## src/rtl/pot_lut_pkg.sv

```systemverilog
package pot_lut_pkg;

  typedef enum logic [1:0] {
    PH_TEMP = 2'd0,
    PH_VD   = 2'd1,
    PH_ID1  = 2'd2,
    PH_ID2  = 2'd3
  } convPhase_e;

  // register offsets inside the upper half of the address space
  localparam logic [2:0] REG_CFG   = 3'd0;
  localparam logic [2:0] REG_TIDX  = 3'd1;
  localparam logic [2:0] REG_BASE1 = 3'd4;

  typedef struct packed {
    logic       ldTIdx;
    logic       ldO1Idx;
    logic       ldO2Idx;
    logic       rcBase;
    logic       rcOff1;
    logic       rcOff2;
    logic       commit;
    logic       idxAuto;
    logic [2:0] wrIdx;   // temp, off1, off2 index
    logic [3:0] wrBo;    // base1, off1, base2, off2
    logic       wrTab;
  } dpStrobe_t;

endpackage

```

## src/rtl/pot_lut_ctrl.sv

```systemverilog
module pot_lut_ctrl
  import pot_lut_pkg::*;
(
  input  logic       clk,
  input  logic       rstN,
  input  logic       convDone,
  input  logic       wrEn,
  input  logic       regSpace,
  input  logic [2:0] regIdx,
  input  logic [3:0] cfgData,
  input  logic       wrEnd,
  output convPhase_e phase,
  output dpStrobe_t  stb,
  output logic       boAuto
);

  logic idxAuto, sel1, sel2;
  logic seenTemp, commitPend;
  logic doneT, doneV, doneI1, doneI2;
  logic off1Done, off2Done;
  logic regWr;

  always_comb begin
    doneT    = convDone && (phase == PH_TEMP);
    doneV    = convDone && (phase == PH_VD);
    doneI1   = convDone && (phase == PH_ID1);
    doneI2   = convDone && (phase == PH_ID2);
    off1Done = (doneV && !sel1) || (doneI1 && sel1);
    off2Done = (doneV && !sel2) || (doneI2 && sel2);
    regWr    = wrEn && regSpace;
  end

  always_ff @(posedge clk) begin
    if (!rstN) begin
      phase <= PH_TEMP;
    end else if (convDone) begin
      phase <= convPhase_e'(phase + 2'd1);
    end
  end

  always_ff @(posedge clk) begin
    if (!rstN) begin
      boAuto  <= 1'b1;
      idxAuto <= 1'b1;
      sel1    <= 1'b0;
      sel2    <= 1'b0;
    end else if (regWr && (regIdx == REG_CFG)) begin
      {sel2, sel1, idxAuto, boAuto} <= cfgData;
    end
  end

  always_ff @(posedge clk) begin
    if (!rstN) begin
      seenTemp   <= 1'b0;
      commitPend <= 1'b0;
    end else begin
      if (wrEnd && !idxAuto) begin
        seenTemp <= 1'b0;
      end else if (doneT) begin
        seenTemp <= 1'b1;
      end
      commitPend <= (doneI2 && boAuto && seenTemp) || (wrEnd && !boAuto);
    end
  end

  always_comb begin
    stb         = '0;
    stb.ldTIdx  = doneT && idxAuto;
    stb.ldO1Idx = off1Done && idxAuto;
    stb.ldO2Idx = off2Done && idxAuto;
    stb.rcBase  = doneT && boAuto;
    stb.rcOff1  = off1Done && boAuto;
    stb.rcOff2  = off2Done && boAuto;
    stb.commit  = commitPend;
    stb.idxAuto = idxAuto;
    stb.wrTab   = wrEn && !regSpace;
    for (int k = 0; k < 3; k++) begin
      stb.wrIdx[k] = regWr && !idxAuto && (regIdx == 3'(REG_TIDX + k));
    end
    for (int k = 0; k < 4; k++) begin
      stb.wrBo[k] = regWr && !boAuto && (regIdx == 3'(REG_BASE1 + k));
    end
  end

endmodule

```

## src/rtl/pot_lut_dp.sv

```systemverilog
module pot_lut_dp
  import pot_lut_pkg::*;
#(
  parameter int IDX_W = 5,
  parameter int POT_W = 8
) (
  input  logic             clk,
  input  logic             rstN,
  input  dpStrobe_t        stb,
  input  logic [IDX_W-1:0] freshIdx,
  input  logic [IDX_W+1:0] tabAddr,
  input  logic [POT_W-1:0] wrData,
  output logic [POT_W-1:0] pot1Code,
  output logic [POT_W-1:0] pot2Code
);

  localparam int TAB_N   = 1 << IDX_W;
  localparam int N_TABS  = 4;

  logic [IDX_W-1:0] tIdxQ, o1IdxQ, o2IdxQ;
  logic [IDX_W-1:0] tSel, o1Sel, o2Sel;
  logic [IDX_W-1:0] rdIdx [N_TABS];
  logic [POT_W-1:0] rdVal [N_TABS];
  logic [POT_W-1:0] base1, off1, base2, off2;

  function automatic logic [POT_W-1:0] satAdd(input logic [POT_W-1:0] a,
                                                input logic [POT_W-1:0] b);
    logic [POT_W:0] s;
    s = {1'b0, a} + {1'b0, b};
    return s[POT_W] ? {POT_W{1'b1}} : s[POT_W-1:0];
  endfunction

  always_comb begin
    tSel     = stb.idxAuto ? freshIdx : tIdxQ;
    o1Sel    = stb.idxAuto ? freshIdx : o1IdxQ;
    o2Sel    = stb.idxAuto ? freshIdx : o2IdxQ;
    rdIdx[0] = tSel;
    rdIdx[1] = tSel;
    rdIdx[2] = o1Sel;
    rdIdx[3] = o2Sel;
  end

  for (genvar t = 0; t < N_TABS; t++) begin : g_tab
    logic [POT_W-1:0] mem [TAB_N];
    always_ff @(posedge clk) begin
      if (!rstN) begin
        for (int e = 0; e < TAB_N; e++) mem[e] <= '0;
      end else if (stb.wrTab && (tabAddr[IDX_W+1:IDX_W] == 2'(t))) begin
        mem[tabAddr[IDX_W-1:0]] <= wrData;
      end
    end
    assign rdVal[t] = mem[rdIdx[t]];
  end

  always_ff @(posedge clk) begin
    if (!rstN) begin
      tIdxQ  <= '0;
      o1IdxQ <= '0;
      o2IdxQ <= '0;
    end else begin
      if (stb.ldTIdx)        tIdxQ  <= freshIdx;
      else if (stb.wrIdx[0]) tIdxQ  <= wrData[IDX_W-1:0];
      if (stb.ldO1Idx)       o1IdxQ <= freshIdx;
      else if (stb.wrIdx[1]) o1IdxQ <= wrData[IDX_W-1:0];
      if (stb.ldO2Idx)       o2IdxQ <= freshIdx;
      else if (stb.wrIdx[2]) o2IdxQ <= wrData[IDX_W-1:0];
    end
  end

  always_ff @(posedge clk) begin
    if (!rstN) begin
      base1 <= '0;
      off1  <= '0;
      base2 <= '0;
      off2  <= '0;
    end else begin
      if (stb.rcBase) begin
        base1 <= rdVal[0];
        base2 <= rdVal[1];
      end else begin
        if (stb.wrBo[0]) base1 <= wrData;
        if (stb.wrBo[2]) base2 <= wrData;
      end
      if (stb.rcOff1)       off1 <= rdVal[2];
      else if (stb.wrBo[1]) off1 <= wrData;
      if (stb.rcOff2)       off2 <= rdVal[3];
      else if (stb.wrBo[3]) off2 <= wrData;
    end
  end

  always_ff @(posedge clk) begin
    if (!rstN) begin
      pot1Code <= '0;
      pot2Code <= '0;
    end else if (stb.commit) begin
      pot1Code <= satAdd(base1, off1);
      pot2Code <= satAdd(base2, off2);
    end
  end

endmodule

```

## src/rtl/pot_lut_top.sv

```systemverilog
module pot_lut_top
  import pot_lut_pkg::*;
#(
  parameter int MEAS_W = 8,
  parameter int IDX_W  = 5,
  parameter int POT_W  = 8
) (
  input  logic                   clk,
  input  logic                   rstN,
  input  logic                   convDone,
  input  logic [MEAS_W-1:0]      convResult,
  input  logic                   wrEn,
  input  logic [IDX_W+2:0]       wrAddr,
  input  logic [POT_W-1:0]       wrData,
  input  logic                   wrEnd,
  output logic [1:0]             convPhase,
  output logic [POT_W-1:0]       pot1Code,
  output logic [POT_W-1:0]       pot2Code
);

  localparam int ADDR_W = IDX_W + 3;

  convPhase_e phase;
  dpStrobe_t  stb;
  logic       boAuto;

  assign convPhase = phase;

  pot_lut_ctrl uCtrl (
    .clk      (clk),
    .rstN     (rstN),
    .convDone (convDone),
    .wrEn     (wrEn),
    .regSpace (wrAddr[ADDR_W-1]),
    .regIdx   (wrAddr[2:0]),
    .cfgData  (wrData[3:0]),
    .wrEnd    (wrEnd),
    .phase    (phase),
    .stb      (stb),
    .boAuto   (boAuto)
  );

  pot_lut_dp #(
    .IDX_W (IDX_W),
    .POT_W (POT_W)
  ) uDp (
    .clk      (clk),
    .rstN     (rstN),
    .stb      (stb),
    .freshIdx (convResult[MEAS_W-1 -: IDX_W]),
    .tabAddr  (wrAddr[IDX_W+1:0]),
    .wrData   (wrData),
    .pot1Code (pot1Code),
    .pot2Code (pot2Code)
  );

endmodule

```

## config.mk

```make
export PLATFORM = sky130hd
export DESIGN_NAME = pot_lut_top
export DESIGN_NICKNAME = d
export VERILOG_FILES = /design/src/rtl/pot_lut_pkg.sv /design/src/rtl/pot_lut_ctrl.sv /design/src/rtl/pot_lut_dp.sv /design/src/rtl/pot_lut_top.sv
export SDC_FILE = /design/constraint.sdc
export NUM_CORES = 2
export LEC_CHECK = 0
export ABC_AREA = 1
export CORE_MARGIN = 1
export CORE_UTILIZATION = 60
export CTS_CLUSTER_SIZE = 28
export DETAILED_ROUTE_END_ITERATION = 8
export DONT_BUFFER_PORTS = 1
export PLACE_DENSITY_LB_ADDON = 0.12
export SYNTH_ARGS = -nofsm -noshare
export SYNTH_HDL_FRONTEND = slang
export SYNTH_HIERARCHICAL = 1
export SYNTH_SLANG_ARGS = --single-unit
```

## constraint.sdc

```tcl
create_clock -name clk -period 2.7 [get_ports clk]
set_input_delay 0.54 -clock clk [delete_from_list [all_inputs] [get_ports clk]]
set_output_delay 0.54 -clock clk [all_outputs]
set_load 0.03 [all_outputs]
```

# --- Yosys cells after proc, flatten, opt, wreduce, memory -nomap -nowiden ---
# Memory sizes are Yosys's and may differ from the RTL's.
# Cells that the tools add are included.
word_totals:
  ram_bits: 1024
  wordCells: 138
  memories: 4
  ff_bits: 71
classes:
  n_bitwise: 1
  muxes: 44
  add_sub_neg: 3
  n_eq_ne: 13
  reduce_logical: 57
memory_table:
  columns: ["memory", "words", "width", "read_ports", "rd_clocked_by_memory_dff", "wr", "line", "text"]
  rows:
  - ["uDp.g_tab[0].mem", 32, 8, 1, 0, 32, "pot_lut_dp.sv:44", "logic [POT_W-1:0] mem [TAB_N];"]
  - ["uDp.g_tab[1].mem", 32, 8, 1, 0, 32, "pot_lut_dp.sv:44", null]
  - ["uDp.g_tab[2].mem", 32, 8, 1, 0, 32, "pot_lut_dp.sv:44", null]
  - ["uDp.g_tab[3].mem", 32, 8, 1, 0, 32, "pot_lut_dp.sv:44", null]
ops:
  columns: ["cell", "n"]
  rows:
  - ["8-bit two-way mux", 14]
  - ["5-bit two-way mux", 13]
  - ["1-bit logical AND", 34]
  - ["8-bit OR reduction", 4]
  - ["8-bit by 8-bit adder with 9-bit output", 2]
  - ["1-bit two-way mux", 17]
  - ["2-bit nonzero test", 7]
  - ["3-bit == test (second input constant)", 4]
  - ["2-bit == test (second input constant)", 4]
  - ["3-bit by 2-bit == test with 1-bit output (second input constant)", 2]
  - ["1-bit logical NOT", 5]
  - ["2-bit by 1-bit == test with 1-bit output (second input constant)", 2]
  - ["2-bit logical NOT", 2]
  - ["3-bit by 1-bit == test with 1-bit output (second input constant)", 1]
  - ["3-bit logical NOT", 1]
  - ["1-bit logical OR", 3]
  - ["2-bit by 1-bit adder with 2-bit output (second input constant)", 1]
  - ["2-bit OR reduction", 1]
  - ["1-bit inverter", 1]

# --- Longest topological paths before layout ---
logic_depth:
  ltp_word: 8
  ltp_mapped: 15
  mapped_depth_nobuf: 11

# --- Modules after synthesis ---
# Netlist, hierarchy kept.
modules_own_cells:
  columns: ["module", "area_per_inst_um2", "cells_each", "n_inst", "seq_area_each_um2"]
  rows:
  - ["pot_lut_dp", 52942.0, 5867, 1, 32010.7]
  - ["pot_lut_ctrl", 516.7, 82, 1, 160.2]

# --- Worst setup path before layout ---
# OpenSTA, ideal clock, no wires.
synth_timing:
  kind: "input to register"
  from: "in wrEn"
  to: "mem uDp.g_tab[1].mem[10][0], enable pin"
  t_arrival_ns: 1.854
  path_slack_ns: 0.517
  required_time_ns: 2.371
  path_stages: 7
  setup_time_ns: 0.329
  path_buffers: 1
  cell_sequence: "inv_1 > nor2_1 > inv_1 > nor4_2 > clkbuf_1 > nand2_1 > nand2_1"
synth_lines:
  columns: ["item", "line", "text"]
  rows:
  - ["start: declaration", "pot_lut_top.sv:12", "input logic wrEn,"]
  - ["end: declaration", "pot_lut_dp.sv:44", null]

# --- Final worst setup path ---
layout_timing:
  from: "reg uCtrl.idxAuto"
  to: "reg uDp.base1[4]"
layout_between:
  elab_chain_len: 3
layout_lines:
  columns: ["item", "line", "text"]
  rows:
  - ["start: declaration", "pot_lut_ctrl.sv:17", "logic idxAuto, sel1, sel2;"]
  - ["start signal: assignment", "pot_lut_ctrl.sv:48", "{sel2, sel1, idxAuto, boAuto} <= cfgData;"]
  - ["5-bit two-way mux", "pot_lut_dp.sv:34", "tSel = stb.idxAuto ? freshIdx : tIdxQ;"]
  - ["memory 32 x 8 bit", null, null]
  - ["8-bit two-way mux", "pot_lut_dp.sv:77", "if (stb.rcBase) begin"]
  - ["end signal: assignment", "pot_lut_dp.sv:78", "base1 <= rdVal[0];"]
  - ["end signal: assignment", "pot_lut_dp.sv:81", "if (stb.wrBo[0]) base1 <= wrData;"]
  - ["end: declaration", "pot_lut_dp.sv:24", "logic [POT_W-1:0] base1, off1, base2, off2;"]
# Every way passes these cells.
# A chain may end at the register's enable or synchronous reset.

==> flow_metrics.py <==
metrics = {
    "die": {
        "core_sq_mm": 0.08837,
        "dieWidth_um": 300.5,
        "die_h_um": 300.5,
        "die_area_sq_mm": 0.09029,
        "row_count": 109,
        "io-pin-count": 47,
        "start_util_pct": 60.49,
    },
    "sta": {
        "slew_headroom_pct": 42.65,
        "fmax_mhz": 381.5,
        "fin_worst_skew_ns": 0.02062,
        "hold_slack_ns": 0.07083,
        "hold_viol_final": 0,
        "finalSetupTns_ns": 0,
        "fin_crit_sh_pct": 97.09,
        "fin_ws_ns": 0.07856,
        "rsz0062_at_grt": "false",
        "worstMarginPinSlew_ns": 0.8603,
        "post-route-min-period_ns": 2.621,
        "finalSetupViolations": 0,
        "finalMaxSlewViolations": 0,
    },
    "power": {
        "swShare_pct": 24.50,
        "ir_drop_uv": 558.9,
        "power.internal_mw": 30.19,
        "power_mw": 39.99,
        "power_frac_seq_pct": 49.1,
        "combPwrFrac_pct": 10.7,
        "pwr_density_cell_mw_per_mm2": 651.8,
        "p_leak_nw": 26.20,
        "clock_power_share_pct": 40.2,
        "power.switching_mw": 9.796,
    },
    "drt": {
        "remaining_drc_errors": 0,
        "vias_per_cell": 5.920,
        "ant_nets": 0,
        "wire_per_inst_um": 21.24,
        "dr.first_iter.drc_count": 5536,
        "drt_pass1_iterations": 6,
        "finalWirelength_um": 155300,
        "vias": 43280,
    },
    "logic_synthesis": {
        "netlist-cell-type-count": 40,
        "yosys.area.top_type": "edfxtp_1",
        "ys_seq_area_share_pct": 60.18,
        "synth_area_leaders": "edfxtp_1 58%, nand3_1 11%, nand2_1 9.0%, nor2_1 7.7%, inv_1 3.6%",
        "yosys_warnings": 6,
        "yosys.area_share.xor_xnor_pct": 0.1311,
        "syn_area_sq_mm": 0.05346,
        "synth_top_family_by_area": "simple AND/OR/NAND/NOR gates",
        "synthTopCellsByCount": "1,284 x nand2_1, 1,176 x nand3_1, 1,090 x nor2_1",
        "synthCells": 5949,
        "synth_fa_ha_area_share_pct": 0.5430,
        "synthArstFlopShare_pct": 0,
        "syn_area_per_cell_sq_um": 8.986,
        "synth.net_count": 6000,
        "yosys.area_share.simple_pct": 29.82,
        "synth-main-ff-cell": "edfxtp_1",
        "synthMuxAreaShare_pct": 0,
        "synth_compound_area_share_pct": 2.029,
        "yosysMostFrequentCell": "nand2_1",
        "synth-edff-count": 1024,
        "ys_seq_elements": 1095,
        "synth_top_area_share_pct": 57.52,
    },
    "setup_path": {
        "path_max_fanout": 65,
        "r2r-start": "uCtrl/idxAuto",
        "startpoint_type": "flop",
        "crit_type": "flop to flop",
        "critPathRequiredTime_ns": 3.28,
        "end_kind": "flop",
        "cp-startpoint": "uCtrl/idxAuto",
        "cp.arrival_ns": 3.20,
    },
    "hold_path": {
        "holdCritStartpoint": "wrAddr[2]",
        "holdCritPathClass": "input port to flop",
    },
    "finish": {
        "fin_nets": 6093,
        "syn_to_final_growth_pct": 14.77,
        "drive_gt1_share_pct": 9.656,
    },
    "global_route": {
        "grt_start_max_net_pins": 193,
        "antenna_found_initial": 3,
        "grt_overflow": 0,
        "grt_pass1_vias": 40410,
        "grt_use_total_pct": 34.31,
        "grt_pass1_wl_um": 234000,
    },
    "place": {
        "gp_congestion": 0.9388,
        "dp_hpwl_um": 98340,
        "preCtsSetupSlack_ns": 0.2450,
        "portBuffers": 0,
    },
    "run_status": {
        "status": "finished clean",
    },
    "clock_network": {
        "cts_buffers": 113,
        "ctsRootBufferMaster": "clkbuf_16",
        "cts.clk_slew.worst_paths_ns": 0.06,
        "postCtsSetupRepairBufs": 0,
        "insertion_delay_ns": 0.70,
        "h-tree-depth": 3,
        "cts_tree": "yes",
        "ctsHoldBuffers": 10,
        "clock_sinks": 1095,
        "clk_path_buf_depth": 3,
        "cts_resized": 0,
    },
    "job": {
        "max_cap_viol_count": 0,
    },
}
-- area by class of cell --
cell class	instances	area, sq um
fill	6726	27020
clock inverter	81	855.8
inverter	522	2002
multi-input combinational	3918	17520
timing repair buffer	392	4369
tap	1165	1458
antenna	4	10.01
sequential	1095	32170
clock buffer	133	2967
-- routing by layer --
metal | GRT usage (%) | up-vias | wire length [um]
met5 | 0 | - | 23
met3 | 6.025 | 391 | 16160
met2 | 54.37 | 2279 | 72900
li1 | - | 19930 | -
met1 | 45.99 | 20680 | 58960
met4 | 16.59 | 4 | 7203
-- power by group through the flow --
stage | Combinational, mW | Clock [mW] | Sequential, mW
final | 4.26 | 16.1 | 19.6
after global placement | 4.08 | 0 | 20.0
after global routing | 4.60 | 16.8 | 19.7
after CTS | 4.18 | 16.2 | 19.6
after floorplan | 2.62 | 0 | 19.9
after detailed placement | 4.13 | 0 | 20.0
-- worst paths after layout --
| path | end | slack (ns) | depth (start not counted) |
|---|---|---|---|
| min reg2reg | uCtrl/sel1 | 0.51 | 2 |
| max | uDp/base1[4] | 0.08 | 11 |
| max reg2reg | uDp/base1[4] | 0.08 | 11 |
| min | uCtrl/idxAuto | 0.07 | 3 |
-- cell families after synthesis --
logic type	count (synthesis)
AOI/OAI and AO/OA	186
DFF	1095
buffers and inverters	936
xor gates and xnor gates	8
and+or+nand+nor	3702
adders and majority gates	22
-- cells in the final DEF (no fill, tap or decap), drive strengths merged --
cell type	synthesis	routed
xor2	4	4
xnor2	4	4
ha	20	20
nor4	4	4
nand2	1288	1288
diode	0	4
nand4	5	5
bufinv	0	17
dfxtp	71	71
dlygate4sd3	0	10
o211a	2	2
inv	514	525
buf	242	382
o21ai	93	93
a31oi	19	19
o211ai	6	6
a21oi	49	49
or2	4	4
a221oi	2	2
fa	2	2
clkinv	8	55
edfxtp	1024	1024
nand3	1176	1176
nand3b	128	128
clkbuf	172	133
nor2	1094	1094
clkinvlp	0	6
o221ai	15	15
nor3	1	1
nor3b	2	2
-- worst max-delay path, stage by stage, from the launching register on --
cell and delay, ns:
dfxtp_1 0.39, buf_12 0.20, nand2_8 0.18, nand2_4 0.18, buf_12 0.27, nand2_1 0.09
nand3_1 0.11, nand3_1 0.16, nand3_1 0.20, nand3_1 0.24, nand3_1 0.30, a21oi_1 0.09
-- state kept, by name, summed over array words and instances (netlist names), 2 cells and up --
signal / flops
uDp/base1: 8
uDp/off1: 8
uDp/o2IdxQ: 5
uDp/o1IdxQ: 5
uCtrl/phase: 2
uDp/off2: 8
uDp/base2: 8
uDp/pot1Code: 8
uDp/tIdxQ: 5
uDp/pot2Code: 8
uDp/g_tab.mem: 1024
-- metrics by stage --
| step | cells | area (sq um) | util [%] |
|---|---|---|---|
| after floorplan | 5949 | 53460 | - |
| after global routing | 7306 | 61340 | 69.41 |
| after detailed placement | 7082 | 57420 | 64.97 |
| after global placement | 7082 | 57420 | 64.97 |
| after CTS | 7306 | 61340 | 69.41 |
| final | 7310 | 61350 | 69.42 |
No activity file was read; power rests on OpenSTA's default activity.
